[config.mk]
export PLATFORM = sky130hd
export DESIGN_NAME = simd_pack_alu
export DESIGN_NICKNAME = d
export VERILOG_FILES = /design/src/rtl/simd_pkg.sv /design/src/rtl/simd_lane_adder.sv /design/src/rtl/simd_word_shuffle.sv /design/src/rtl/simd_pack_alu.sv
export SDC_FILE = /design/constraint.sdc
export NUM_CORES = 1
export LEC_CHECK = 0
export ABC_AREA = 0
export BUFFER_PORTS_ARGS = -buffer_cell sky130_fd_sc_hd__buf_4
export CORE_ASPECT_RATIO = 2
export CORE_MARGIN = 1
export CORE_UTILIZATION = 45
export CTS_CLUSTER_SIZE = 16
export DETAILED_ROUTE_END_ITERATION = 8
export HOLD_SLACK_MARGIN = 0.1
export PLACE_DENSITY = 0.71
export SLEW_MARGIN = 20
export SYNTH_ARGS = -nofsm -noshare
export SYNTH_HDL_FRONTEND = slang
export SYNTH_SLANG_ARGS = --single-unit
[constraint.sdc]
create_clock -name clk -period 1.05 [get_ports clk]
set_clock_uncertainty 0.15 [all_clocks]
set_input_delay 0.21 -clock clk [delete_from_list [all_inputs] [get_ports clk]]
set_output_delay 0.21 -clock clk [all_outputs]
set_load 0.005 [all_outputs]
[src/rtl/simd_pkg.sv]
package simd_pkg;
  typedef enum logic [1:0] {
    OP_ADDW  = 2'd0,
    OP_ADDD  = 2'd1,
    OP_ADDSW = 2'd2,
    OP_SHUFW = 2'd3
  } simd_op_e;
endpackage

[src/rtl/simd_lane_adder.sv]
module simd_lane_adder #(
  parameter int LANE_W  = 16,
  parameter int N_LANES = 4
) (
  input  logic [LANE_W*N_LANES-1:0] a,
  input  logic [LANE_W*N_LANES-1:0] b,
  input  logic                      pair_en,
  input  logic                      sat_en,
  output logic [LANE_W*N_LANES-1:0] sum
);
  localparam logic [LANE_W-1:0] POS_MAX = {1'b0, {(LANE_W-1){1'b1}}};
  localparam logic [LANE_W-1:0] NEG_MIN = {1'b1, {(LANE_W-1){1'b0}}};

  logic [N_LANES-1:0] carry;

  for (genvar g = 0; g < N_LANES; g++) begin : g_lane
    logic [LANE_W-1:0] a_l, b_l, raw;
    logic [LANE_W:0]   wide;
    logic              cin, ovf;

    assign a_l = a[g*LANE_W +: LANE_W];
    assign b_l = b[g*LANE_W +: LANE_W];

    // Odd lanes take the carry of the lane below only in paired (32-bit) mode
    if (g % 2 == 1) begin : g_link
      assign cin = pair_en & carry[g-1];
    end else begin : g_nolink
      assign cin = 1'b0;
    end

    assign wide     = {1'b0, a_l} + {1'b0, b_l} + {{LANE_W{1'b0}}, cin};
    assign raw      = wide[LANE_W-1:0];
    assign carry[g] = wide[LANE_W];
    // Signed overflow: operands agree in sign, result disagrees
    assign ovf      = (a_l[LANE_W-1] == b_l[LANE_W-1]) &&
                      (raw[LANE_W-1] != a_l[LANE_W-1]);

    always_comb begin
      if (sat_en && ovf) begin
        sum[g*LANE_W +: LANE_W] = a_l[LANE_W-1] ? NEG_MIN : POS_MAX;
      end else begin
        sum[g*LANE_W +: LANE_W] = raw;
      end
    end
  end
endmodule

[src/rtl/simd_word_shuffle.sv]
module simd_word_shuffle #(
  parameter int WORD_W  = 16,
  parameter int N_WORDS = 4
) (
  input  logic [WORD_W*N_WORDS-1:0]          src,
  input  logic [N_WORDS*$clog2(N_WORDS)-1:0] ctrl,
  output logic [WORD_W*N_WORDS-1:0]          dst
);
  localparam int SEL_W = $clog2(N_WORDS);

  for (genvar g = 0; g < N_WORDS; g++) begin : g_word
    logic [SEL_W-1:0] sel;
    assign sel = ctrl[g*SEL_W +: SEL_W];
    assign dst[g*WORD_W +: WORD_W] = src[sel*WORD_W +: WORD_W];
  end
endmodule

[src/rtl/simd_pack_alu.sv]
module simd_pack_alu
  import simd_pkg::*;
#(
  parameter int LANE_W  = 16,
  parameter int N_LANES = 4,
  parameter int DATA_W  = LANE_W * N_LANES,
  parameter int IMM_W   = N_LANES * $clog2(N_LANES)
) (
  input  logic              clk,
  input  logic              rst_n,
  input  logic              in_valid,
  input  logic [1:0]        op,
  input  logic [DATA_W-1:0] src_a,
  input  logic [DATA_W-1:0] src_b,
  input  logic [IMM_W-1:0]  imm,
  output logic              out_valid,
  output logic [DATA_W-1:0] result
);
  simd_op_e          op_e;
  logic              pair_en, sat_en;
  logic [DATA_W-1:0] add_res, shuf_res, result_d;
  logic              valid_q;
  logic [DATA_W-1:0] result_q;

  assign op_e    = simd_op_e'(op);
  assign pair_en = (op_e == OP_ADDD);
  assign sat_en  = (op_e == OP_ADDSW);

  simd_lane_adder #(.LANE_W(LANE_W), .N_LANES(N_LANES)) u_add (
    .a       (src_a),
    .b       (src_b),
    .pair_en (pair_en),
    .sat_en  (sat_en),
    .sum     (add_res)
  );

  simd_word_shuffle #(.WORD_W(LANE_W), .N_WORDS(N_LANES)) u_shuf (
    .src  (src_b),
    .ctrl (imm),
    .dst  (shuf_res)
  );

  always_comb begin
    result_d = result_q;
    if (in_valid) begin
      result_d = (op_e == OP_SHUFW) ? shuf_res : add_res;
    end
  end

  always_ff @(posedge clk or negedge rst_n) begin
    if (!rst_n) begin
      valid_q  <= 1'b0;
      result_q <= '0;
    end else begin
      valid_q  <= in_valid;
      result_q <= result_d;
    end
  end

  assign out_valid = valid_q;
  assign result    = result_q;
endmodule

==> metrics.md, run 1 <==
| Metric | Value |
|---|---|
| Placed cells | `1391` |
| Final hold slack | `96.8 ps` |
| Initial Utilization | `46.1%` |
| Global-route wire length before repair | `57600 microns` |
| Setup TNS | `-146470 ps` |
| Vias | `10300` |
| Placement Setup Slack | `-3230 ps` |
| Post-route cell area | `13600 sq um` |
| Largest net degree at the start of global routing | `37` |
| Max-slew headroom | `54.1%` |
| Die width | `92.1 microns` |
| GRT Total Usage | `47.4%` |
| WL final | `43400 microns` |
| Yosys synthesis warning count | `0` |
| DP Wirelength | `27900 microns` |
| Critical path type | `primary input to flop` |
| Drc violations | `0` |
| Die Y | `182 microns` |
| Final core utilization | `86.1%` |
| Largest cells by area after synthesis | `dfrtp_1 (22%), mux4_2 (20%), ha_1 (10%), a21oi_1 (5.5%), o22ai_1 (4.9%)` |
| Max-Cap Viols | `0` |
| I/O pin count | `206` |
| # rows | `65` |
| Worst-Skew Late Latency | `350 ps` |
| GP Congestion | `1.00` |
| Die Footprint | `16800 sq um` |
| Final worst setup slack | `-3150 ps` |
| Slowest stage delay, CP | `430 ps` |
| FMAX | `0.238 GHz` |
| Routed Antenna Nets | `0` |
| FF-to-FF Start | `result[44]$_DFFE_PN0P_` |
| Layout cell share with drive strength beyond 1 | `63.2%` |
| Synth top area share | `22.2%` |
| Distinct cell type count after synthesis | `62` |
| R2R Path End | `result[44]$_DFFE_PN0P_` |
| 1st-pass router iterations | `6` |
| Deepest clock path buffer count | `2` |
| # fillers | `773` |
| PD cells | `1160 nW/um^2` |
| VDD IR max | `0.890 mV` |
| Routed len/inst | `29.1 microns` |
| Outcome | `finished, violations left` |
| Asr flop ratio synth | `100%` |
| Clk sinks | `65` |
| Area Overhead vs Synth | `86.7%` |
| CTS tree | `yes` |
| Total power | `15.8 mW` |
| Class of the worst hold path | `primary input to async pin` |
| Slew Viols, Final | `0` |
| Htree depth | `3` |
| Post-Syn Area | `7310 sq um` |
| DP Area | `11400 sq um` |
| Remaining Overflow, GRT | `0` |
| Number of global-route vias before repair | `10100` |
| DR vias/cell | `6.93` |
| Startpoint Class | `primary input` |
| CP Cell Sequence | `buf_8 > ha_4 > fa_2 > a21oi_4 > o21ai_2 > nand2_1 > o21ai_2 > a31o_4 > a41oi_4 > a21oi_4 > fa_2 > fa_2 > a211oi_2 > o21bai_2 > a311oi_2 > o21ai_2 > a21oi_2 > o21bai_1 > xnor2_1 > a21oi_1` |
| Leak pwr | `6.11 nW` |
| Syn Inst Count | `762` |
| Top_reg_cell synth | `dfrtp_1` |
| Final Setup Violations | `129` |
| Root buffer cell | `clkbuf_16` |
| Post-synth EDFFs | `0` |
| Initial drt markers | `1269` |
| Number of diodes | `0` |
| Nets | `1493` |
| WP data arrival | `4280 ps` |
| Post-route insts no fill | `1492` |
| Clock-pin slew on the worst setup and hold paths | `60 ps` |
| Minimum clock period | `4200 ps` |
| CTS Buf Count | `9` |
| Port Buf Inserts | `205` |
| Critical-path top delay cell | `a41oi_4` |
| Violated checks | `setup timing` |
| RSZ-0062 raised after global routing | `true` |
| Register area share after synthesis | `22.2%` |
| Area leader, netlist | `dfrtp_1` |
| CP endpoint kind | `flop` |
| Reg2Reg Depth | `4` |
| Core area | `15900 sq um` |
| Synth Register Bits | `65` |
| Fin crit share | `400%` |
| CP Data Required Time | `1130 ps` |
| Least-Margin Pin Slew | `686 ps` |
| FF-to-FF setup slack | `-260 ps` |
| Final Hold Viols | `0` |
| Crit path max fanout | `2` |
| Initial antenna violation count | `1` |
| Syn Area/Cell | `9.60 sq um` |
| Post-synth net total | `969` |
critical path: cells and delay by family:
family	cells	cell delay [ps]
AOI/OAI and AO/OA	13	2340
buffers and inverters	1	100
and+or+nand+nor	1	120
xor gates and xnor gates	1	210
adders and majority gates	4	1290
worst max path at each step:
stage,start,endpoint,depth (start not counted)
6_report,src_b[0],result[30]$_DFFE_PN0P_,20
5_1_grt,src_b[0],result[30]$_DFFE_PN0P_,20
4_1_cts,src_b[0],result[30]$_DFFE_PN0P_,20
3_5_place_dp,src_a[32],result[51]$_DFFE_PN0P_,21
3_3_place_gp,src_a[32],result[62]$_DFFE_PN0P_,20
2_1_floorplan,src_a[32],result[61]$_DFFE_PN0P_,19
cells by family after synthesis:
kind of cell	share of synthesized area [%]
AOI/OAI and AO/OA	25.5
adders and majority gates	11.9
buffers and inverters	3.90
and+or+nand+nor	10.9
xor gates and xnor gates	5.51
DFF	22.2
muxes	20.1
sequential cells by signal, summed over array words and instances, names as in the netlist:
register / count
result: 64
out_valid: 1
area by class of cell:
type                    instances  area (sq um)  share of cell area [%]
multi-input cells             632          6550                    48.0
repair buffers                553          4810                    35.3
flip-flops and latches         65          1630                    11.9
clock buffers                  11           253                    1.85
well taps                     201           251                    1.84
inverters                      25          93.8                   0.688
clock inverters                 5          53.8                   0.394
timing repair:
item                                    in CTS  in global routing
pin swaps                                   49                 53
endpoints found under the setup margin     129                129
resized for setup                          184                 90
cloned                                       1                  2
endpoints found under the hold margin       68                  0
setup buffers                               52                 35
hold buffers                                 1                  0
cells in the final DEF (no fill, tap or decap), types with 4 or more instances in the layout:
| cell type | count |
|---|---|
| a211oi_2 | 4 |
| a21o_1 | 18 |
| a21oi_1 | 33 |
| a21oi_2 | 50 |
| a21oi_4 | 12 |
| a31oi_1 | 6 |
| a31oi_4 | 7 |
| buf_12 | 15 |
| buf_4 | 426 |
| buf_6 | 99 |
| buf_8 | 11 |
| clkbuf_16 | 10 |
| dfrtp_1 | 63 |
| fa_2 | 6 |
| ha_1 | 38 |
| ha_4 | 22 |
| inv_1 | 24 |
| mux4_2 | 64 |
| nand2_1 | 49 |
| nand2_2 | 10 |
| nand2_4 | 11 |
| nand2b_1 | 6 |
| nand3_1 | 11 |
| nor2_1 | 36 |
| nor2b_1 | 6 |
| nor3_1 | 5 |
| o211ai_1 | 6 |
| o21a_1 | 7 |
| o21ai_0 | 17 |
| o21ai_1 | 5 |
| o21ai_2 | 8 |
| o21ai_4 | 4 |
| o21bai_1 | 5 |
| o22ai_1 | 57 |
| or3_1 | 7 |
| xnor2_1 | 25 |
| xor2_1 | 17 |
Yosys cell counts (15+ instances only):
| cell type | number |
|---|---|
| nand2_1 | 70 |
| dfrtp_1 | 65 |
| nand3_1 | 15 |
| ha_1 | 60 |
| xnor2_1 | 28 |
| o22ai_1 | 57 |
| nor2_1 | 39 |
| o21ai_0 | 31 |
| a21o_1 | 19 |
| xor2_1 | 18 |
| a21oi_1 | 80 |
| clkbuf_1 | 28 |
| mux4_2 | 64 |
| inv_1 | 25 |
layer usage:
metal | up-vias | share of wire [%] | wire (microns) | global-route usage, %
met2 | 1026 | 46 | 20000 | 78.2
met5 | - | 0.023 | 10 | 0
met3 | 456 | 12 | 5080 | 11.6
met4 | 2 | 15 | 6310 | 51.6
li1 | 4025 | - | - | -
met1 | 4825 | 28 | 12000 | 45.0
report_power, final:
group	switching [mW]	internal (mW)	total (mW)
Sequential	0.493	2.99	3.48
Combinational	4.20	4.84	9.04
Clock	1.29	1.96	3.25
Power figures use the tool's default switching activity.
==> run 2: changes to the inputs <==
--- a/config.mk
+++ b/config.mk
@@ -7,13 +7,15 @@
 export LEC_CHECK = 0
 export ABC_AREA = 0
 export BUFFER_PORTS_ARGS = -buffer_cell sky130_fd_sc_hd__buf_4
+export CELL_PAD_IN_SITES_DETAIL_PLACEMENT = 1
+export CELL_PAD_IN_SITES_GLOBAL_PLACEMENT = 1
 export CORE_ASPECT_RATIO = 2
 export CORE_MARGIN = 1
-export CORE_UTILIZATION = 45
+export CORE_UTILIZATION = 41
 export CTS_CLUSTER_SIZE = 16
 export DETAILED_ROUTE_END_ITERATION = 8
 export HOLD_SLACK_MARGIN = 0.1
-export PLACE_DENSITY = 0.71
+export PLACE_DENSITY_LB_ADDON = 0.1
 export SLEW_MARGIN = 20
 export SYNTH_ARGS = -nofsm -noshare
 export SYNTH_HDL_FRONTEND = slang
==> metrics.md, run 2 <==
| Metric | Value |
|---|---|
| Commonest cells in the netlist | `a21oi_1 (80), nand2_1 (70), dfrtp_1 (65) (unchanged)` |
| Simple logic cell fraction of the synthesized area | `10.9% (unchanged)` |
| Outcome | `aborted with a tool error (was finished, violations left)` |
| Asr flop ratio synth | `100% (unchanged)` |
| Synth Register Bits | `65 (unchanged)` |
| Post-synth EDFFs | `0 (unchanged)` |
| Largest family of logic cells by synthesized area | `compound AO/OA/AOI/OAI gates (unchanged)` |
| GP Congestion | `0.978 (was 1.00)` |
| Synth top area share | `22.2% (unchanged)` |
| Syn Inst Count | `762 (unchanged)` |
| Top_reg_cell synth | `dfrtp_1 (unchanged)` |
| Distinct cell type count after synthesis | `62 (unchanged)` |
| DP Wirelength | `33700 microns (was 27900 microns)` |
| Yosys synthesis warning count | `0 (unchanged)` |
| Post-Synth Adder-Cell Area | `11.9% (unchanged)` |
| Setup Buffers After CTS | `88 (was 52)` |
| Die width | `96.4 microns (was 92.1 microns)` |
| Area leader, netlist | `dfrtp_1 (unchanged)` |
| Root buffer cell | `clkbuf_16 (unchanged)` |
| # rows | `68 (was 65)` |
| First Err | `[ERROR DPL-0033] detailed placement checks failed during check placement.` |
| Post-Syn Area | `7310 sq um (unchanged)` |
| Register area share after synthesis | `22.2% (unchanged)` |
| Synth Area in Compound Gates | `25.5% (unchanged)` |
| CTS Buf Count | `9 (unchanged)` |
| Initial Utilization | `42.1% (was 46.1%)` |
| Port Buf Inserts | `205 (unchanged)` |
| Post-Synth XOR/XNOR Area | `5.51% (unchanged)` |
| I/O pin count | `206 (unchanged)` |
| Count leader, synth | `a21oi_1 (unchanged)` |
| Multiplexer share of the synthesized area | `20.1% (unchanged)` |
| Deepest clock path buffer count | `2 (unchanged)` |
| Die Y | `191 microns (was 182 microns)` |
| Clk sinks | `65 (unchanged)` |
| Largest cells by area after synthesis | `dfrtp_1 (22%), mux4_2 (20%), ha_1 (10%), a21oi_1 (5.5%), o22ai_1 (4.9%) (unchanged)` |
| Post-synth net total | `969 (unchanged)` |
| CTS resizes | `222 (was 184)` |
| Htree depth | `3 (unchanged)` |
| Cts hold-fix bufs | `1 (unchanged)` |
| Syn Area/Cell | `9.60 sq um (unchanged)` |
| Fail Step | `clock tree synthesis` |
==> run 2: cell families after synthesis <==
kind of cell,Yosys count
buffers and inverters,66
and+or+nand+nor,171
xor gates and xnor gates,46
DFF,65
muxes,66
AOI/OAI and AO/OA,282
adders and majority gates,66
==> run 2: through the flow <==
step / cells / instance area, sq um / worst slack [ps] / hold slack [ps]
2_1_floorplan: 762 / 7650 / -2720 / -236
3_5_place_dp: 1410 / 11500 / -3460 / 46.7
3_3_place_gp: 1410 / 11500 / -3140 / 41.8
==> run 3: changes to the inputs <==
--- a/config.mk
+++ b/config.mk
@@ -7,15 +7,10 @@
 export LEC_CHECK = 0
 export ABC_AREA = 0
 export BUFFER_PORTS_ARGS = -buffer_cell sky130_fd_sc_hd__buf_4
-export CELL_PAD_IN_SITES_DETAIL_PLACEMENT = 1
-export CELL_PAD_IN_SITES_GLOBAL_PLACEMENT = 1
-export CORE_ASPECT_RATIO = 2
 export CORE_MARGIN = 1
-export CORE_UTILIZATION = 41
-export CTS_CLUSTER_SIZE = 16
+export CORE_UTILIZATION = 30
 export DETAILED_ROUTE_END_ITERATION = 8
-export HOLD_SLACK_MARGIN = 0.1
-export PLACE_DENSITY_LB_ADDON = 0.1
+export PLACE_DENSITY_LB_ADDON = 0.15
 export SLEW_MARGIN = 20
 export SYNTH_ARGS = -nofsm -noshare
 export SYNTH_HDL_FRONTEND = slang
==> metrics.md, run 3 (same netlist as run 1, synthesis figures left out) <==
| Metric | Value |
|---|---|
| Slew Viols, Final | `0` |
| Startpoint Class | `primary input` |
| Die Y | `158 microns (was 191 microns)` |
| Leak pwr | `6.07 nW` |
| Placed cells | `1533 (was 1410)` |
| Root buffer cell | `clkbuf_16 (unchanged)` |
| Most common cell after layout, fill and taps aside | `buf_4` |
| GRT Total Usage | `26.7%` |
| Remaining Overflow, GRT | `0` |
| Critical-path top delay cell | `or4_1` |
| Port Buf Inserts | `205 (unchanged)` |
| Layout cell share with drive strength beyond 1 | `62.5%` |
| Nets | `1496` |
| Register Area | `1630 sq um` |
| Final core utilization | `57.2%` |
| Global-route wire length before repair | `49000 microns` |
| Least-Margin Pin Slew | `438 ps` |
| M1 GR Usage | `34.4%` |
| Met2 Usage GRT | `46.9%` |
| Post-route insts no fill | `1612` |
| Class of the worst hold path | `primary input to flop` |
| DP Wirelength | `26900 microns (was 33700 microns)` |
| Violated checks | `setup timing` |
| CP endpoint kind | `flop` |
| Critical path type | `primary input to flop` |
| Max-slew headroom | `70.8%` |
| Most frequent cells in the layout | `buf_4 (435), buf_6 (100), mux4_2 (64), dfrtp_1 (64), o22ai_1 (57)` |
| FMAX | `0.271 GHz` |
| Final Setup Violations | `129` |
| Initial antenna violation count | `0` |
| Fin crit share | `351%` |
| Initial Utilization | `30.9% (was 42.1%)` |
| Routed len/inst | `20.7 microns` |
| Die Footprint | `25000 sq um` |
| Clock-pin slew on the worst setup and hold paths | `60 ps` |
| Largest net degree at the start of global routing | `26` |
| WP buf/inv | `1` |
| # rows | `56 (was 68)` |
| Worst-Skew Late Latency | `340 ps` |
| Top delay family on crit path | `compound AO/OA/AOI/OAI gates` |
| CP Cell Sequence | `buf_8 > ha_4 > fa_2 > a21o_1 > a21oi_2 > o21bai_1 > a21o_1 > a31o_4 > a31oi_4 > nand2_1 > o211ai_1 > fa_2 > nor2b_4 > o2111ai_4 > a211oi_2 > or4_1 > a31o_2 > xor2_1 > a21oi_1 > nor2_1` |
| Core area | `23700 sq um` |
| CTS Buf Count | `9 (unchanged)` |
| GP Congestion | `0.901 (was 0.978)` |
| Global route hottest layer | `met2` |
| Met3 GRT Util | `3.34%` |
| Clk sinks | `65 (unchanged)` |
| I/O pin count | `206 (unchanged)` |
| Number of flip-flops in the largest register | `64` |
| VDD IR max | `0.614 mV` |
| Area Overhead vs Synth | `85.2%` |
| DR vias/cell | `5.30` |
| Deepest clock path buffer count | `2 (unchanged)` |
| Die width | `158 microns (was 96.4 microns)` |
| Number of diodes | `0` |
| Max-Cap Viols | `0` |
| Minimum clock period | `3690 ps` |
| # fillers | `2101` |
| WP data arrival | `3780 ps` |
| Htree depth | `3 (unchanged)` |
| RSZ-0062 raised after global routing | `true` |
| Area of the multi-input gates | `6340 sq um` |
| Vias | `8548` |
| Routed Antenna Nets | `0` |
| Outcome | `finished, violations left (was aborted with a tool error)` |
| Final worst setup slack | `-2640 ps` |
| Crit path max fanout | `2` |
| Final Hold Viols | `0` |
| Setup TNS | `-130900 ps` |
| Slowest stage delay, CP | `470 ps` |
| CP Data Required Time | `1140 ps` |
| WL final | `33400 microns` |
| PD cells | `1080 nW/um^2` |
| Number of global-route vias before repair | `8787` |
| CTS tree | `yes` |
| Drc violations | `0` |
| 1st-pass router iterations | `4` |
| Initial drt markers | `418` |
run 3: repair_timing:
item,in CTS,in global routing
gates cloned,1,3
setup buffers,52,31
hold buffers,1,0
endpoints found under the hold margin,65,0
setup endpoints to repair,129,129
gates resized for setup,180,80
pin swaps,48,60
run 3: metrics by stage:
step                hold slack [ps]  power [mW]  setup WS [ps]  cell area, sq um
finish                         55.0        14.6          -2640             13500
global route                   80.2        15.4          -2850             13500
CTS                            50.9        14.2          -2660             13100
detailed placement             -106        9.95          -3090             11700
global placement               -107        9.91          -3050             11700
floorplan                      -236        6.40          -2720              7650
run 3: path summary, 6_finish.rpt:
path                                   startpoint  cells after the start                      to  slack, ps
setup / recovery                        src_b[32]                     20  result[61]$_DFFE_PN0P_      -2640
hold / removal                          src_a[47]                      3  result[46]$_DFFE_PN0P_         50
setup reg to reg           result[44]$_DFFE_PN0P_                      4  result[44]$_DFFE_PN0P_        -90
hold reg to reg            result[47]$_DFFE_PN0P_                      1  result[47]$_DFFE_PN0P_        350
max in group asynchronous                   rst_n                      3  result[10]$_DFFE_PN0P_        280
min in group asynchronous                   rst_n                      2  result[33]$_DFFE_PN0P_         80
run 3: tightest hold or removal path, cell delays in order:
cell and delay (ps):
buf_4 90, buf_4 130, a311oi_1 80
run 3: layout make-up:
| type | instances | area share (%) |
|---|---|---|
| repair buffers | 557 | 35.5 |
| multi-input cells | 631 | 46.8 |
| clock buffers | 12 | 1.97 |
| flip-flops and latches | 65 | 12.0 |
| inverters | 25 | 0.693 |
| clock inverters | 3 | 0.111 |
| well taps | 319 | 2.95 |
run 3: power by group:
part,switching [mW],internal (mW),leakage [nW]
combinational,3.47,4.69,5.20
clock,1.24,1.77,0.144
sequential,0.467,2.99,0.726
total,5.18,9.45,6.07
run 3: metal layers:
| metal | share of wire (%) | up-vias |
|---|---|---|
| met2 | 50 | 263 |
| met3 | 5.4 | 29 |
| met5 | 0 | - |
| met4 | 1.7 | 0 |
| met1 | 43 | 4224 |
| li1 | - | 4032 |
